### config.mk
export PLATFORM = sky130hd
export DESIGN_NAME = ivt_tracker
export DESIGN_NICKNAME = d
export VERILOG_FILES = /design/src/rtl/ivt_pkg.sv /design/src/rtl/ivt_prio_enc.sv /design/src/rtl/ivt_regport.sv /design/src/rtl/ivt_state.sv /design/src/rtl/ivt_tracker.sv
export SDC_FILE = /design/constraint.sdc
export NUM_CORES = 2
export LEC_CHECK = 0
export BUFFER_PORTS_ARGS = -buffer_cell sky130_fd_sc_hd__buf_2
export CAP_MARGIN = 25
export CORE_MARGIN = 2
export CORE_UTILIZATION = 50
export CTS_BUF_LIST = sky130_fd_sc_hd__clkbuf_16
export DETAILED_ROUTE_END_ITERATION = 12
export PLACE_DENSITY = 0.75
export SLEW_MARGIN = 5
export SYNTH_ARGS = -nofsm -noshare
export SYNTH_HDL_FRONTEND = slang
export SYNTH_SLANG_ARGS = --single-unit
### constraint.sdc
create_clock -name clk -period 4.8 [get_ports clk]
set_input_delay 0.96 -clock clk [delete_from_list [all_inputs] [get_ports clk]]
set_output_delay 0.96 -clock clk [all_outputs]
set_load 0.005 [all_outputs]
### src/rtl/ivt_pkg.sv
package ivt_pkg;
    // Slice layout of the register port: bases and stride in bytes.
    localparam int SVC_BASE     = 'h100;
    localparam int PEND_BASE    = 'h200;
    localparam int EN_BASE      = 'h480;
    localparam int SLICE_STRIDE = 16;
    localparam int STRIDE_SHIFT = 4;

    typedef enum logic [1:0] {
        BANK_NONE,
        BANK_SVC,
        BANK_PEND,
        BANK_EN
    } bank_e;
endpackage

### src/rtl/ivt_prio_enc.sv
module ivt_prio_enc #(
    parameter int N  = 256,
    parameter int IW = $clog2(N)
) (
    input  logic [N-1:0]  req,
    output logic          vld,
    output logic [IW-1:0] idx
);
    // The last set bit seen on an upward walk is the highest one.
    always_comb begin
        vld = 1'b0;
        idx = '0;
        for (int i = 0; i < N; i++) begin
            if (req[i]) begin
                vld = 1'b1;
                idx = IW'(i);
            end
        end
    end
endmodule

### src/rtl/ivt_regport.sv
module ivt_regport
    import ivt_pkg::*;
#(
    parameter int NUM_VEC = 256,
    parameter int SLICE_W = 32,
    parameter int ADDR_W  = 12,
    localparam int NUM_SLICES = NUM_VEC / SLICE_W,
    localparam int SLC_W      = (NUM_SLICES > 1) ? $clog2(NUM_SLICES) : 1
) (
    input  logic [ADDR_W-1:0]  addr,
    input  logic               wr,
    input  logic [NUM_VEC-1:0] svc,
    input  logic [NUM_VEC-1:0] pend,
    input  logic [NUM_VEC-1:0] en,
    output logic [SLICE_W-1:0] rdata,
    output logic               en_wr,
    output logic [SLC_W-1:0]   en_slice
);
    localparam int SPAN = NUM_SLICES * SLICE_STRIDE;

    bank_e            bank;
    logic [ADDR_W-1:0] off;
    logic [SLC_W-1:0]  slice;

    logic [SLICE_W-1:0] svc_s  [NUM_SLICES];
    logic [SLICE_W-1:0] pend_s [NUM_SLICES];
    logic [SLICE_W-1:0] en_s   [NUM_SLICES];

    for (genvar k = 0; k < NUM_SLICES; k++) begin : g_slice
        assign svc_s[k]  = svc[k*SLICE_W +: SLICE_W];
        assign pend_s[k] = pend[k*SLICE_W +: SLICE_W];
        assign en_s[k]   = en[k*SLICE_W +: SLICE_W];
    end

    always_comb begin
        bank = BANK_NONE;
        off  = '0;
        if (addr >= ADDR_W'(SVC_BASE) && addr < ADDR_W'(SVC_BASE + SPAN)) begin
            bank = BANK_SVC;
            off  = addr - ADDR_W'(SVC_BASE);
        end else if (addr >= ADDR_W'(PEND_BASE) && addr < ADDR_W'(PEND_BASE + SPAN)) begin
            bank = BANK_PEND;
            off  = addr - ADDR_W'(PEND_BASE);
        end else if (addr >= ADDR_W'(EN_BASE) && addr < ADDR_W'(EN_BASE + SPAN)) begin
            bank = BANK_EN;
            off  = addr - ADDR_W'(EN_BASE);
        end
        slice = SLC_W'(off >> STRIDE_SHIFT);
    end

    always_comb begin
        unique case (bank)
            BANK_SVC:  rdata = svc_s[slice];
            BANK_PEND: rdata = pend_s[slice];
            BANK_EN:   rdata = en_s[slice];
            default:   rdata = '0;
        endcase
    end

    // Only the enable mask is writable; other banks drop writes.
    assign en_wr    = wr && (bank == BANK_EN);
    assign en_slice = slice;
endmodule

### src/rtl/ivt_state.sv
module ivt_state #(
    parameter int NUM_VEC = 256,
    parameter int SLICE_W = 32,
    localparam int VEC_W      = $clog2(NUM_VEC),
    localparam int NUM_SLICES = NUM_VEC / SLICE_W,
    localparam int SLC_W      = (NUM_SLICES > 1) ? $clog2(NUM_SLICES) : 1
) (
    input  logic               clk,
    input  logic               rst,
    input  logic               raise_vld,
    input  logic [VEC_W-1:0]   raise_vec,
    input  logic               ack_vld,
    input  logic [VEC_W-1:0]   ack_vec,
    input  logic               eoi,
    input  logic               svc_vld,
    input  logic [VEC_W-1:0]   svc_top,
    input  logic               en_wr,
    input  logic [SLC_W-1:0]   en_slice,
    input  logic [SLICE_W-1:0] en_wdata,
    output logic [NUM_VEC-1:0] pend_q,
    output logic [NUM_VEC-1:0] svc_q,
    output logic [NUM_VEC-1:0] en_q
);
    logic               ack_hit;
    logic [NUM_VEC-1:0] ack_mask, raise_mask, eoi_mask;
    logic [NUM_VEC-1:0] pend_d, svc_d;

    always_comb begin
        ack_hit    = ack_vld && pend_q[ack_vec];
        ack_mask   = ack_hit ? (NUM_VEC'(1) << ack_vec) : '0;
        raise_mask = (raise_vld && en_q[raise_vec]) ? (NUM_VEC'(1) << raise_vec) : '0;
        eoi_mask   = (eoi && svc_vld) ? (NUM_VEC'(1) << svc_top) : '0;
        // Acknowledge first, then raise may re-post the same vector.
        pend_d     = (pend_q & ~ack_mask) | raise_mask;
        // Retire the old top first, then mark the acknowledged vector.
        svc_d      = (svc_q & ~eoi_mask) | ack_mask;
    end

    always_ff @(posedge clk) begin
        if (rst) begin
            pend_q <= '0;
            svc_q  <= '0;
        end else begin
            pend_q <= pend_d;
            svc_q  <= svc_d;
        end
    end

    for (genvar k = 0; k < NUM_SLICES; k++) begin : g_en
        always_ff @(posedge clk) begin
            if (rst)
                en_q[k*SLICE_W +: SLICE_W] <= '1;
            else if (en_wr && en_slice == SLC_W'(k))
                en_q[k*SLICE_W +: SLICE_W] <= en_wdata;
        end
    end
endmodule

### src/rtl/ivt_tracker.sv
module ivt_tracker #(
    parameter int NUM_VEC = 256,
    parameter int SLICE_W = 32,
    parameter int ADDR_W  = 12,
    localparam int VEC_W      = $clog2(NUM_VEC),
    localparam int NUM_SLICES = NUM_VEC / SLICE_W,
    localparam int SLC_W      = (NUM_SLICES > 1) ? $clog2(NUM_SLICES) : 1
) (
    input  logic               clk,
    input  logic               rst,
    input  logic               raise_vld,
    input  logic [VEC_W-1:0]   raise_vec,
    input  logic               ack_vld,
    input  logic [VEC_W-1:0]   ack_vec,
    input  logic               eoi,
    output logic               irq_pend,
    output logic [VEC_W-1:0]   irq_vec,
    input  logic [ADDR_W-1:0]  reg_addr,
    input  logic               reg_wr,
    input  logic [SLICE_W-1:0] reg_wdata,
    output logic [SLICE_W-1:0] reg_rdata
);
    logic [NUM_VEC-1:0] pend_vec, svc_vec, en_vec;
    logic               pend_any, svc_any;
    logic [VEC_W-1:0]   pend_top, svc_top;
    logic               en_wr;
    logic [SLC_W-1:0]   en_slice;

    ivt_prio_enc #(.N(NUM_VEC), .IW(VEC_W)) u_pend_enc (
        .req(pend_vec), .vld(pend_any), .idx(pend_top)
    );

    ivt_prio_enc #(.N(NUM_VEC), .IW(VEC_W)) u_svc_enc (
        .req(svc_vec), .vld(svc_any), .idx(svc_top)
    );

    ivt_state #(.NUM_VEC(NUM_VEC), .SLICE_W(SLICE_W)) u_state (
        .clk(clk), .rst(rst),
        .raise_vld(raise_vld), .raise_vec(raise_vec),
        .ack_vld(ack_vld), .ack_vec(ack_vec),
        .eoi(eoi), .svc_vld(svc_any), .svc_top(svc_top),
        .en_wr(en_wr), .en_slice(en_slice), .en_wdata(reg_wdata),
        .pend_q(pend_vec), .svc_q(svc_vec), .en_q(en_vec)
    );

    ivt_regport #(.NUM_VEC(NUM_VEC), .SLICE_W(SLICE_W), .ADDR_W(ADDR_W)) u_regs (
        .addr(reg_addr), .wr(reg_wr),
        .svc(svc_vec), .pend(pend_vec), .en(en_vec),
        .rdata(reg_rdata), .en_wr(en_wr), .en_slice(en_slice)
    );

    assign irq_pend = pend_any && (!svc_any || (pend_top > svc_top));
    assign irq_vec  = pend_top;
endmodule

# After elaboration in Yosys (flattened, before gate mapping)
# Index checks and enable logic that the tools add are counted.
[totals]
regBits = 768
in_bits = 66
out_inout_bits = 41
[classes]
addsub = 3
n_lt_le_gt_ge = 10
n_eq_ne = 10
shift = 3
muxes = 1045
n_bitwise = 7
n_reduce_logical = 19
[op_table]
columns = ["op", "count"]
rows = [
  ["$mux 8", 256],
  ["$mux 7", 131],
  ["$mux 256", 3],
  ["$shl 1x8->256 const A", 3],
  ["$mux 1", 516],
  ["$and 256x256->256", 2],
  ["$not 256->256", 2],
  ["$or 256x256->256", 2],
  ["$mux 6", 64],
  ["$bmux 32 s3", 3],
  ["$mux 32", 6],
  ["$mux 5", 32],
  ["$pmux 32 s3", 1],
  ["$mux 4", 16],
  ["$mux 3", 8],
  ["$sub 7x1->7 const B", 3],
  ["$lt 8x9->1 const B", 2],
  ["$bmux 1 s8", 2],
  ["$logic_and 1x1->1", 16],
  ["$mux 2", 7],
  ["$eq 3x3->1 const B", 4],
  ["$ge 12x10->1 const B", 1],
  ["$ge 12x11->1 const B", 1],
  ["$ge 12x9->1 const B", 1],
  ["other kinds (13)", 15],
]

# Depth between registers and ports, before layout
[logic_depth]
word_depth = 261
mapped_depth = 21
depth_no_buf = 18

# By module
# A second synthesis with hierarchy kept.
[unflattened]
hier_cells = 5714
area_unflattened_um2 = 47850.9
[modules_own_cells]
columns = ["mod", "n_inst", "cells_each", "area_per_inst_um2", "seq_area_each_um2"]
rows = [
  ["ivt_state", 1, 3454, 33699.8, 15374.7],
  ["ivt_regport", 1, 1029, 7247.0, 0.0],
  ["ivt_prio_enc", 2, 601, 3344.5, 0.0],
  ["ivt_tracker", 1, 29, 215.2, 0.0],
]

# Least setup slack after synthesis
# Ideal clock, no wire load.
[synth_timing]
kind = "reg2out"
from = "register u_state.svc_q[238]"
to = "output irq_pend"
arrival_ps = 3708
required_time_ps = 3840
slack_ps = 132
path_stages_with_launch = 21
path_cell_list = "dfxtp_1 -> inv_1 -> a211oi_1 -> a21oi_1 -> nor4_1 -> nand2_1 -> or4b_2 -> o211ai_1 -> and2_1 -> clkbuf_1 -> buf_2 -> inv_1 -> ha_1 -> nor2b_1 -> o21a_1 -> o21ai_0 -> nand2b_1 -> a21oi_1 -> o21ai_0 -> a21oi_1 -> a41oi_1"
[synth_via]
elab_chain_cells = 21
word_cells_on_any_way = 40
classes_between = "order compare: 1; mux: 36; reduce/logical: 3"
[synth_lines]
columns = ["element", "line_no", "rtl"]
rows = [
  ["start, declared", "ivt_state.sv:21", "output logic [NUM_VEC-1:0] svc_q,"],
  ["start signal, assigned", "ivt_state.sv:45", "svc_q <= svc_d;"],
  ["$mux 8 or $mux 1 (tied branches) (18 in a row)", "ivt_prio_enc.sv:14", "if (req[i]) begin"],
  ["$gt 8x8->1 or $logic_not 1->1 (tied branches)", "ivt_tracker.sv:52", "assign irq_pend = pend_any && (!svc_any || (pend_top > svc_top));"],
  ["$logic_or 1x1->1 (*)", "ivt_tracker.sv:52", ""],
  ["$logic_and 1x1->1 (*)", "ivt_tracker.sv:52", ""],
  ["end, declared", "ivt_tracker.sv:16", "output logic irq_pend,"],
]
# Mark *: on every way between the ends. The rest lies on a longest branch, timed or not.

# Worst setup path in the final report
[layout_timing]
from = "register u_state.svc_q[151]"
to = "output irq_pend"
[layout_via]
elab_chain_cells = 108
word_cells_on_any_way = 214
classes_between = "order compare: 1; mux: 210; reduce/logical: 3"
[layout_lines]
columns = ["element", "line_no"]
rows = [
  ["$mux 8 or $mux 1 (tied branches) (105 in a row)", "ivt_prio_enc.sv:14"],
  ["$gt 8x8->1 or $logic_not 1->1 (tied branches)", "ivt_tracker.sv:52"],
  ["$logic_or 1x1->1 (*)", "ivt_tracker.sv:52"],
  ["$logic_and 1x1->1 (*)", "ivt_tracker.sv:52"],
]
# Marks and branches as above.

==> results.sh <==
export IMPL_cts_sinks=768
export IMPL_dpl_hpwl_um=196000
export IMPL_portBuffers=102
export IMPL_fin_util=0.623
export IMPL_cts_buffers_inserted=88
export IMPL_dr_total_vias=57800
export IMPL_clk_latency_ps=700
export IMPL_crit_path_end="irq_pend"
export IMPL_placementRows=113
export IMPL_syn_area_um2=48300
export IMPL_max_cap_violations=0
export IMPL_viasPerCell=7.17
export IMPL_globalplace_congestion=1.15
export IMPL_grt_use_total=0.512
export IMPL_drc=0
export IMPL_cts_tree="yes"
export IMPL_dieArea_um2=99000
export IMPL_drt_first_pass_iters=8
export IMPL_outcome="finished, violations left"
export IMPL_ys_warn_count=0
export IMPL_finalMaxSlewViolations=0
export IMPL_reg2reg_from="u_state.svc_q[106]$_SDFF_PP0_"
export IMPL_ys_types=80
export IMPL_fin_ws_ps=-615
export IMPL_yosysTopAreaCellShare=0.319
export IMPL_cp_required_ps=3840
export IMPL_final_common_cell="nand2_1"
export IMPL_ys_top_cells_by_area="dfxtp_1 (32%), mux2i_1 (8.5%), a21oi_1 (7.3%)"
export IMPL_synth_seq_cells=768
export IMPL_r2r_setup_slack_ps=690
export IMPL_routed_wl_um=263000
export IMPL_skew_ps=27.7
export IMPL_area_growth_pct=23.1
export IMPL_power_density_nw_per_um2=254
export IMPL_cp_start_kind="flip-flop"
export IMPL_finalNonFillerCells=8060
export IMPL_worst_pin_slew_ps=1130
export IMPL_syn_nets=6295
export IMPL_postRouteAntennaNets=0
export IMPL_synthCells=6221
export IMPL_worstReg2RegEnd="u_state.svc_q[170]$_SDFF_PP0_"
export IMPL_r2r_cells=14
export IMPL_synth_flop_cell="dfxtp_1"
export IMPL_avgSynthCellArea_um2=7.76
export IMPL_antenna_found_initial=10
export IMPL_grt_first_pass_wirelength_um=370000
export IMPL_cp_common_cell="a21oi_2"
export IMPL_detailedRoute_firstIterationViolations=11100
export IMPL_cts_hold_buf=0
export IMPL_dpl_cell_count=7885
export IMPL_crit_slowest_cell="or4b_4"
export IMPL_worstSetupPathType="reg2out"
export IMPL_vdd_ir_drop_max_mv=0.269
export IMPL_hold_viol_final=0
export IMPL_violations="negative setup slack"
export IMPL_clk_path_buf_depth=3
export IMPL_wl_per_cell_um=32.7
export IMPL_die_w_um=315
export IMPL_dp_slack_ps=-362
export IMPL_startpoint="u_state.svc_q[151]$_SDFF_PP0_"
export IMPL_synth_edf_count=0
export IMPL_final_cell_mix="nand2_1 (889), buf_4 (778), dfxtp_1 (761)"
export IMPL_path_clk_slew_ps=60
export IMPL_synth_top_area_cell="dfxtp_1"
export IMPL_hp_class="reg2reg"
export IMPL_async_reset_ff_frac=0
export IMPL_rsz0062_at_grt="true"
export IMPL_initial_core_util=0.507
export IMPL_p_leak_nw=21.6
export IMPL_htreeDepth=3
export IMPL_grt_pass1_vias=51700
export IMPL_path_cells="or3_4 -> a211oi_2 -> buf_4 -> a2111o_1 -> a31oi_1 -> or4b_4 -> o211ai_1 -> and2_4 -> inv_4 -> ha_1 -> nor2b_1 -> o21a_1 -> o21ai_2 -> nand2b_1 -> a21oi_2 -> o21ai_1 -> a21oi_2 -> a41oi_2 -> buf_2"
export IMPL_setup_viol=4
export IMPL_grt_start_max_net_pins=182
export IMPL_cts_root_buf="clkbuf_16"
export IMPL_arrival_ps=4460
export IMPL_critPathMaxFanout=4
export IMPL_max_freq_mhz=185
export IMPL_min_period_over_period=1.13
export IMPL_crit_path_max_incr_delay_ps=540
export IMPL_hold_slack_ps=496
export IMPL_relSlewSlack=0.246
export IMPL_core_um2=95300
export IMPL_worstHoldPathCells=2
export IMPL_power_mw=15.1
export IMPL_cp_end_kind="output pin"
export IMPL_fin_area_um2=59400
export IMPL_overflow=0
export IMPL_die_y_um=315
export IMPL_post_route_min_period_ps=5420
export IMPL_io_pins=107
export IMPL_tns_ps=-718
export IMPL_drive_gt1_frac=0.209
export IMPL_post_dp_cell_area_um2=55900
export IMPL_final_nets=6791
export IMPL_yosysSeqAreaShare=0.319
cell usage after synthesis (all sizes together) (6+ instances only):
| library cell | number |
|---|---|
| nand2 | 889 |
| dfxtp | 768 |
| nor2 | 734 |
| a21oi | 702 |
| clkbuf | 437 |
| mux2i | 408 |
| o21ai | 358 |
| a311oi | 225 |
| a22oi | 167 |
| mux4 | 150 |
| nor4 | 148 |
| nor3 | 125 |
| buf | 117 |
| inv | 101 |
| o221ai | 90 |
| o211ai | 84 |
| nand3 | 75 |
| a31oi | 67 |
| nor2b | 67 |
| or4 | 49 |
| nand2b | 40 |
| o22ai | 39 |
| o31ai | 39 |
| a211oi | 33 |
| nand4 | 31 |
| a2111oi | 23 |
| or3 | 20 |
| a221oi | 18 |
| o21bai | 17 |
| o31a | 17 |
| and2 | 14 |
| mux2 | 12 |
| or2 | 12 |
| and4 | 11 |
| a22o | 10 |
| and3 | 10 |
| o2111ai | 10 |
| o21a | 10 |
| o311ai | 9 |
| a21o | 8 |
| ha | 8 |
| o41ai | 8 |
| o211a | 7 |
| a32oi | 6 |
sequential cells by signal, summed over array words and instances (netlist names):
register,cells
u_state.en_q,256
u_state.pend_q,256
u_state.svc_q,256
per-layer routing:
metal / up-vias / routed length (um) / GRT usage
li1: 24200 / - / -
met5: - / 49 / 0
met1: 27600 / 99700 / 0.696
met3: 924 / 43600 / 0.202
met4: 8 / 17700 / 0.272
met2: 4957 / 102000 / 0.691
layout make-up:
type | count | area [um2]
sequential | 768 | 15400
clock buffer | 92 | 2300
inverter | 101 | 389
clock inverter | 68 | 629
multi-input combinational | 4798 | 31100
fill | 8441 | 35900
timing repair buffer | 960 | 8020
antenna | 8 | 20.0
tap | 1265 | 1580
critical path: cells and delay by family (launching register included):
family	cells	cell delay, ps
buf+inv	3	360
flops	1	320
fa+ha+maj	1	180
simple gates	5	1370
compound gates	10	1520
cells by family (layout without fill, tap and decap cells):
| family | after synthesis | in the layout | synth area share |
|---|---|---|---|
| compound gates | 1981 | 1981 | 0.264 |
| fa+ha+maj | 8 | 8 | 0.00207 |
| buf+inv | 655 | 1221 | 0.0534 |
| flops | 768 | 768 | 0.319 |
| mux | 570 | 570 | 0.157 |
| other cells | 0 | 8 | 0 |
| simple gates | 2239 | 2239 | 0.205 |
how the worst min path moves through the flow:
stage	start	end	slack [ps]
after floorplan	u_state.en_q[126]$_SDFFE_PP1P_	u_state.en_q[126]$_SDFFE_PP1P_	450
after global placement	u_state.en_q[135]$_SDFFE_PP1P_	u_state.en_q[135]$_SDFFE_PP1P_	470
after detailed placement	u_state.en_q[210]$_SDFFE_PP1P_	u_state.en_q[210]$_SDFFE_PP1P_	480
after CTS	u_state.en_q[173]$_SDFFE_PP1P_	u_state.en_q[173]$_SDFFE_PP1P_	500
after global routing	u_state.en_q[2]$_SDFFE_PP1P_	u_state.en_q[2]$_SDFFE_PP1P_	510
final	u_state.en_q[173]$_SDFFE_PP1P_	u_state.en_q[173]$_SDFFE_PP1P_	500
timing repair:
item                       in CTS  in global routing
setup buffers                   2                  1
gates resized for setup        61                 49
setup endpoints to repair       2                  4
pin swaps                      26                 16
power by group:
group / switching (mW) / internal, mW / total, mW
sequential: 0.0106 / 6.38 / 6.39
combinational: 1.09 / 0.498 / 1.59
clock: 3.06 / 4.06 / 7.12
No activity file was read; power rests on OpenSTA's default activity.
